===== src/rtl/tpw_pkg.sv =====
package tpw_pkg;
  localparam int CFG_W  = 8;
  localparam int RATE_W = 3;

  typedef struct packed {
    logic [1:0]        spare;
    logic              src_ext;
    logic              edge_fall;
    logic              psc_wdt;
    logic [RATE_W-1:0] rate;
  } cfg_t;

  localparam cfg_t CFG_RST = cfg_t'(8'hFF);
endpackage


===== src/rtl/tpw_pin_sync.sv =====
module tpw_pin_sync #(
  parameter int STAGES = 2
) (
  input  logic clk_i,
  input  logic rst_ni,
  input  logic pin_i,
  output logic rise_o,
  output logic fall_o
);
  // sr[STAGES-1] is the synchronized level, sr[STAGES] its previous value
  logic [STAGES:0] sr_q;

  always_ff @(posedge clk_i or negedge rst_ni) begin
    if (!rst_ni) sr_q <= '0;
    else         sr_q <= {sr_q[STAGES-1:0], pin_i};
  end

  assign rise_o =  sr_q[STAGES-1] & ~sr_q[STAGES];
  assign fall_o = ~sr_q[STAGES-1] &  sr_q[STAGES];
endmodule


===== src/rtl/tpw_prescaler.sv =====
module tpw_prescaler #(
  parameter int CNT_W  = 8,
  parameter int RATE_W = 3
) (
  input  logic              clk_i,
  input  logic              rst_ni,
  input  logic              clr_i,
  input  logic              ev_i,
  input  logic              extra_i,
  input  logic [RATE_W-1:0] rate_i,
  output logic              tick_o
);
  localparam int SH_W = $clog2(CNT_W + 1);

  logic [CNT_W-1:0] cnt_q;
  logic [SH_W-1:0]  shift;
  logic [CNT_W-1:0] mask;

  // divide by 2^(rate + extra); shift 0 passes events straight through
  assign shift  = SH_W'(rate_i) + SH_W'(extra_i);
  assign mask   = CNT_W'((32'd1 << shift) - 32'd1);
  assign tick_o = ev_i & ~clr_i & ((cnt_q & mask) == mask);

  always_ff @(posedge clk_i or negedge rst_ni) begin
    if (!rst_ni)   cnt_q <= '0;
    else if (clr_i) cnt_q <= '0;
    else if (ev_i)  cnt_q <= cnt_q + 1'b1;
  end
endmodule


===== src/rtl/tpw_timer.sv =====
module tpw_timer #(
  parameter int W = 8
) (
  input  logic         clk_i,
  input  logic         rst_ni,
  input  logic         inc_i,
  input  logic         ovf_clr_i,
  output logic [W-1:0] cnt_o,
  output logic         ovf_o
);
  logic [W-1:0] cnt_q;
  logic         ovf_q;
  logic         wrap;

  assign wrap = inc_i & (&cnt_q);

  always_ff @(posedge clk_i or negedge rst_ni) begin
    if (!rst_ni) begin
      cnt_q <= '0;
      ovf_q <= 1'b0;
    end else begin
      if (inc_i) cnt_q <= cnt_q + 1'b1;
      // a wrap beats a simultaneous clear
      if (wrap)           ovf_q <= 1'b1;
      else if (ovf_clr_i) ovf_q <= 1'b0;
    end
  end

  assign cnt_o = cnt_q;
  assign ovf_o = ovf_q;
endmodule


===== src/rtl/tpw_wdt.sv =====
module tpw_wdt #(
  parameter int W = 8
) (
  input  logic clk_i,
  input  logic rst_ni,
  input  logic inc_i,
  input  logic clr_i,
  output logic timeout_o
);
  logic [W-1:0] cnt_q;
  logic         to_q;

  always_ff @(posedge clk_i or negedge rst_ni) begin
    if (!rst_ni) begin
      cnt_q <= '0;
      to_q  <= 1'b0;
    end else begin
      to_q <= inc_i & ~clr_i & (&cnt_q);
      if (clr_i)      cnt_q <= '0;
      else if (inc_i) cnt_q <= cnt_q + 1'b1;
    end
  end

  assign timeout_o = to_q;
endmodule


===== src/rtl/tpw_top.sv =====
module tpw_top
  import tpw_pkg::*;
#(
  parameter int TMR_W   = 8,
  parameter int PSC_W   = 8,
  parameter int WDT_W   = 8,
  parameter int SYNC_FF = 2
) (
  input  logic             clk_i,
  input  logic             rst_ni,
  input  logic             inst_tick_i,
  input  logic             ext_clk_i,
  input  logic             cfg_wr_i,
  input  logic [CFG_W-1:0] cfg_data_i,
  input  logic             ovf_clr_i,
  input  logic             wdt_tick_i,
  input  logic             wdt_clr_i,
  output logic [TMR_W-1:0] tmr_o,
  output logic             ovf_o,
  output logic             wdt_timeout_o
);
  cfg_t cfg_q;
  logic pin_rise, pin_fall, pin_ev, src_ev;
  logic psc_in, psc_clr, psc_tick;
  logic tmr_inc, wdt_inc;

  always_ff @(posedge clk_i or negedge rst_ni) begin
    if (!rst_ni)       cfg_q <= CFG_RST;
    else if (cfg_wr_i) cfg_q <= cfg_t'(cfg_data_i);
  end

  tpw_pin_sync #(.STAGES(SYNC_FF)) u_sync (
    .clk_i  (clk_i),
    .rst_ni (rst_ni),
    .pin_i  (ext_clk_i),
    .rise_o (pin_rise),
    .fall_o (pin_fall)
  );

  assign pin_ev  = cfg_q.edge_fall ? pin_fall : pin_rise;
  assign src_ev  = cfg_q.src_ext ? pin_ev : inst_tick_i;
  assign psc_in  = cfg_q.psc_wdt ? wdt_tick_i : src_ev;
  assign psc_clr = cfg_wr_i | (cfg_q.psc_wdt & wdt_clr_i);

  tpw_prescaler #(.CNT_W(PSC_W), .RATE_W(RATE_W)) u_psc (
    .clk_i   (clk_i),
    .rst_ni  (rst_ni),
    .clr_i   (psc_clr),
    .ev_i    (psc_in),
    .extra_i (~cfg_q.psc_wdt),
    .rate_i  (cfg_q.rate),
    .tick_o  (psc_tick)
  );

  assign tmr_inc = cfg_q.psc_wdt ? src_ev : psc_tick;
  assign wdt_inc = cfg_q.psc_wdt ? psc_tick : wdt_tick_i;

  tpw_timer #(.W(TMR_W)) u_tmr (
    .clk_i     (clk_i),
    .rst_ni    (rst_ni),
    .inc_i     (tmr_inc),
    .ovf_clr_i (ovf_clr_i),
    .cnt_o     (tmr_o),
    .ovf_o     (ovf_o)
  );

  tpw_wdt #(.W(WDT_W)) u_wdt (
    .clk_i     (clk_i),
    .rst_ni    (rst_ni),
    .inc_i     (wdt_inc),
    .clr_i     (wdt_clr_i),
    .timeout_o (wdt_timeout_o)
  );
endmodule


===== config.mk =====
export PLATFORM = sky130hd
export DESIGN_NAME = tpw_top
export DESIGN_NICKNAME = d
export VERILOG_FILES = /design/src/rtl/tpw_pkg.sv /design/src/rtl/tpw_pin_sync.sv /design/src/rtl/tpw_prescaler.sv /design/src/rtl/tpw_timer.sv /design/src/rtl/tpw_wdt.sv /design/src/rtl/tpw_top.sv
export SDC_FILE = /design/constraint.sdc
export NUM_CORES = 1
export LEC_CHECK = 0
export BUFFER_PORTS_ARGS = -buffer_cell sky130_fd_sc_hd__buf_2
export CAP_MARGIN = 25
export CORE_UTILIZATION = 57
export CTS_CLUSTER_SIZE = 8
export DETAILED_ROUTE_END_ITERATION = 8
export PLACE_DENSITY = 0.79
export REMOVE_ABC_BUFFERS = 1
export SYNTH_ARGS = -nofsm -noshare
export SYNTH_HDL_FRONTEND = slang
export SYNTH_SLANG_ARGS = --single-unit

===== constraint.sdc =====
create_clock -name clk_i -period 4.2 [get_ports clk_i]
set_input_delay 0.42 -clock clk_i [delete_from_list [all_inputs] [get_ports clk_i]]
set_output_delay 0.42 -clock clk_i [all_outputs]
set_load 0.01 [all_outputs]

# --- After elaboration in Yosys (flattened, before gate mapping) ---
# Index checks and enable logic that the tools add are counted.
totals:
  regBits: 35
  in_bits: 16
classes:
  n_addsub: 5
  bitwise: 15
  n_reduce_logical: 5
  mux: 11
  shifts: 1
  eq_ne: 1
op_table:
  columns: ["operator", "n"]
  rows:
  - ["$mux 8", 4]
  - ["$add 8x1->8 const B", 3]
  - ["$reduce_and 8->1", 2]
  - ["$and 1x1->1", 8]
  - ["$and 8x8->8", 1]
  - ["$eq 8x8->1", 1]
  - ["$shl 1x4->8 const A", 1]
  - ["$sub 8x1->8 const B", 1]
  - ["$mux 1", 7]
  - ["$reduce_bool 2->1", 3]
  - ["$not 1->1", 5]
  - ["$add 3x1->4", 1]
  - ["$or 1x1->1", 1]

# --- Longest topological paths before layout ---
logic_depth:
  word_depth: 10
  depth_mapped: 16
  depth_no_buf: 14

# --- Modules after synthesis ---
# A second synthesis with hierarchy kept.
hier_totals:
  hier_cells: 201
  hier_area_um2: 2001.9
modules_own_cells:
  columns: ["mod", "area_per_inst_um2", "instances", "seq_area_each_um2", "cells_per_inst"]
  rows:
  - ["tpw_prescaler", 790.8, 1, 200.2, 99]
  - ["tpw_wdt", 429.2, 1, 225.2, 40]
  - ["tpw_timer", 369.1, 1, 225.2, 30]
  - ["tpw_top", 322.8, 1, 157.7, 27]
  - ["tpw_pin_sync", 90.1, 1, 75.1, 5]

# --- Least setup slack after synthesis ---
# No wires, ideal clock.
synth_timing:
  path_kind: "flip-flop to flip-flop"
  start: "register cfg_q[3] in the netlist's numbering"
  end: "register u_tmr.cnt_q[1] (netlist: u_tmr.cnt_o[1])"
  setup_time_ns: 0.125
  synth_period_minus_slack_ns: 3.411
  arrival_time_ns: 3.286
  path_slack_ns: 0.789
  n_path_buf: 1
  stages_incl_launch_ff: 15
  required_time_ns: 4.075
  path_cell_list: "dfstp_2 -> inv_1 -> ha_1 -> ha_1 -> buf_6 -> xor2_1 -> o22ai_2 -> nand2b_1 -> ha_1 -> inv_1 -> or4_1 -> o2111ai_1 -> nor4_4 -> a31oi_2 -> mux2_2"
synth_via:
  elab_chain_len: 8
synth_rtl:
  columns: ["item", "line", "source"]
  rows:
  - ["start, declared", "tpw_top.sv:22", "cfg_t cfg_q;"]
  - ["start signal, assigned", "tpw_top.sv:29", "else if (cfg_wr_i) cfg_q <= cfg_t'(cfg_data_i);"]
  - ["$not 1->1", "tpw_top.sv:50", ".extra_i (~cfg_q.psc_wdt),"]
  - ["$add 3x1->4", "tpw_prescaler.sv:20", "assign shift = SH_W'(rate_i) + SH_W'(extra_i);"]
  - ["$shl 1x4->8", "tpw_prescaler.sv:21", "assign mask = CNT_W'((32'd1 << shift) - 32'd1);"]
  - ["$sub 8x1->8", "tpw_prescaler.sv:21", null]
  - ["$and 8x8->8", "tpw_prescaler.sv:22", "assign tick_o = ev_i & ~clr_i & ((cnt_q & mask) == mask);"]
  - ["$eq 8x8->1", "tpw_prescaler.sv:22", null]
  - ["$and 1x1->1", "tpw_prescaler.sv:22", null]
  - ["$mux 1 (*)", "tpw_top.sv:55", "assign tmr_inc = cfg_q.psc_wdt ? src_ev : psc_tick;"]
  - ["end signal, assigned", "tpw_timer.sv:22", "if (inc_i) cnt_q <= cnt_q + 1'b1;"]
  - ["end, declared", "tpw_timer.sv:11", "logic [W-1:0] cnt_q;"]
# Every way passes the cells marked *; elsewhere a longest branch is shown, timed or not.
# A chain may end at the register's enable or synchronous reset.

# --- Final worst setup path ---
# Ends and elaborated chain as after synthesis.

==> results.yml <==
detailed_routing:
  drc: 0
  totalWireLength_mm: 3.796
  avgRoutedWirePerCell_um: 13.56
  dr.pass1.iters: 4
  via_count: 1590
  via_per_inst: 5.679
  drt_iter0_markers: 123
  postRouteAntennaNets: 0
pwr:
  ir_drop_uv: 312.5
  p_leak_uw: 0.001013
  powerDensity_mw_per_mm2: 407.0
clock_tree:
  cts_setup_buffers: 0
  numCtsBuffers: 5
  hold_buffers: 0
  cts.sinks: 35
  clk_latency_ns: 0.34
  cts-root-buf: "clkbuf_4"
  cts_tree: "done"
  path_clk_slew_ns: 0.12
  ctsHtreeMaxLevel: 2
  cts_max_path_buffers: 2
  cts_resized: 0
sta:
  final_max_slew_viol_count: 0
  slew-limit-headroom_pct: 47.99
  finClkSkew_ns: 0.01354
  grt_setup_unrepaired: "false"
  layout_min_cycle_time_ns: 3.842
  fmax_mhz: 260.3
  min_period_over_period_pct: 91.48
  hold_viol: 0
  tightest_slew_ns: 0.7802
  setup-tns-final_ns: 0
  setup_viol: 0
critical_path:
  worst-path-max-fanout: 10
  crit_arrival_ns: 4.07
  cp-end-kind: "register"
  critical_path.startpoint: "cfg_q[3]"
  cp.required_ns: 4.43
  crit_type: "reg2reg"
  r2r.worst_path.cells: 13
  cp-start-kind: "register"
  reg2reg_from: "cfg_q[3]"
logic_synthesis:
  synth_mux_area_share_pct: 4.345
  synth-seq-area-share_pct: 43.21
  async_reset_ff_share_pct: 100.0
  synth-compound-area-share_pct: 15.12
  synth_area_mm2: 0.002044
  synth_cell_types: 50
  synth_edf_count: 0
  syn-instance-count: 211
  synth_warnings: 0
  synth_xor_area_share_pct: 5.569
  synthSimpleGateAreaFrac_pct: 23.62
  syn_area_per_cell_um2: 9.689
  yosys.area_share.adder_pct: 4.284
  ys.flop_type: "dfrtp_1"
  synth_top_family_by_area: "simple AND/OR/NAND/NOR gates"
  ys_ff_latch: 35
outcome:
  outcome: "finished, final reports clean"
global_route:
  antenna_found_initial: 0
  grt_pass1_wl_mm: 6.403
  overflow: 0
  grt_pass1_vias: 1504
  grt_usage_pct: 22.98
  grt_max_degree: 36
cells_and_area:
  nets: 256
  antenna_cells: 0
  final_cell_mix: "dfrtp_1, buf_2, o21ai_0, nor2_1, nand2_1"
  area_delta_synth_final_pct: 10.47
  fin_util_pct: 66.63
  final_common_cell: "dfrtp_1"
  layout-drive-gt1-share_pct: 21.79
floorplanning:
  core_mm2: 0.003390
  die_x_um: 61.89
  start_util_pct: 60.32
  num_io_pins: 26
  dieArea_mm2: 0.003830
  die_y_um: 61.89
  num_rows: 21
placement:
  gp_congestion: 0.8095
  port_buffers: 23
  post-dp-hpwl_mm: 2.735
flow_run:
  cap_viol_max_count: 0
worst_hold_path:
  min-delay-path-class: "in2async"
## metal layers
metal,track usage [%],part of all wire [%]
met1,31.82,51
met3,6.211,3.8
met5,0,0
met4,7.302,0.82
met2,35.33,45
## registers in the layout, indices dropped and copies added (netlist names)
signal / count
u_wdt.cnt_q: 8
u_tmr.cnt_o: 8
u_tmr.ovf_o: 1
cfg_q: 6
u_sync.sr_q: 3
u_psc.cnt_q: 8
u_wdt.timeout_o: 1
## area by class of cell
class / instances / area (µm²)
clock inverters: 2 / 38.79
clock buffers: 6 / 51.30
well taps: 46 / 57.56
repair buffers: 24 / 122.6
multi-input cells: 161 / 1082
fillers: 280 / 1131
inverters: 6 / 22.52
flip-flops and latches: 35 / 883.3
## kinds of logic (layout without fill, tap and decap cells)
family / Yosys count / after routing
simple gates: 88 / 88
compound gates: 46 / 46
flops: 35 / 35
buf+inv: 15 / 38
xor+xnor: 13 / 13
fa+ha+maj: 7 / 7
mux: 7 / 7
## critical path, stage by stage (launching register included)
cell and delay, ns:
dfstp_2 0.59, inv_1 0.13, ha_1 0.21, ha_1 0.30, xor2_1 0.43, o22ai_2 0.13, nand2b_1 0.12, ha_1 0.19
inv_1 0.09, or4_1 0.50, o2111ai_1 0.14, nor4_4 0.10, a31oi_2 0.42, mux2_2 0.39
## through the flow
stage	setup WS [ns]	instances	area (µm²)	hold WS, ns	total power (µW)
CTS	0.3690	280	2258	0.1524	928.2
floorplan	0.7933	202	1988	0.1244	583.9
detailed placement	0.4039	272	2168	0.3427	663.2
finish	0.3578	280	2258	0.1381	919.1
global route	0.06898	280	2258	0.1641	974.7
global placement	0.4531	272	2168	0.3422	654.3
## Yosys cell counts (all sizes together), types with 7 or more instances
cell type,number,area (µm²)
nand2,14,52.55
xor2,8,70.07
or3,7,43.79
a21oi,7,35.03
o21ai,19,95.09
ha,7,87.58
nand3,7,35.03
nand2b,9,56.30
nor2,18,67.56
dfrtp,29,725.7
## final timing paths
| kind | endpoint | slack [ns] |
|---|---|---|
| setup / recovery | u_tmr.cnt_o[1] | 0.36 |
| hold / removal | u_wdt.cnt_q[4] | 0.14 |
| setup reg to reg | u_tmr.cnt_o[1] | 0.36 |
| hold reg to reg | u_sync.sr_q[1] | 0.37 |
| max in group asynchronous | u_psc.cnt_q[7] | 3.56 |
| min in group clk_i | u_sync.sr_q[0] | 0.19 |
## where the power goes
part	total (µW)	internal, µW	switching, µW
combinational	236	106	130
sequential	422	375	46.6
clock	261	144	118
total	919	625	294
(Power assumes the default switching activity.)
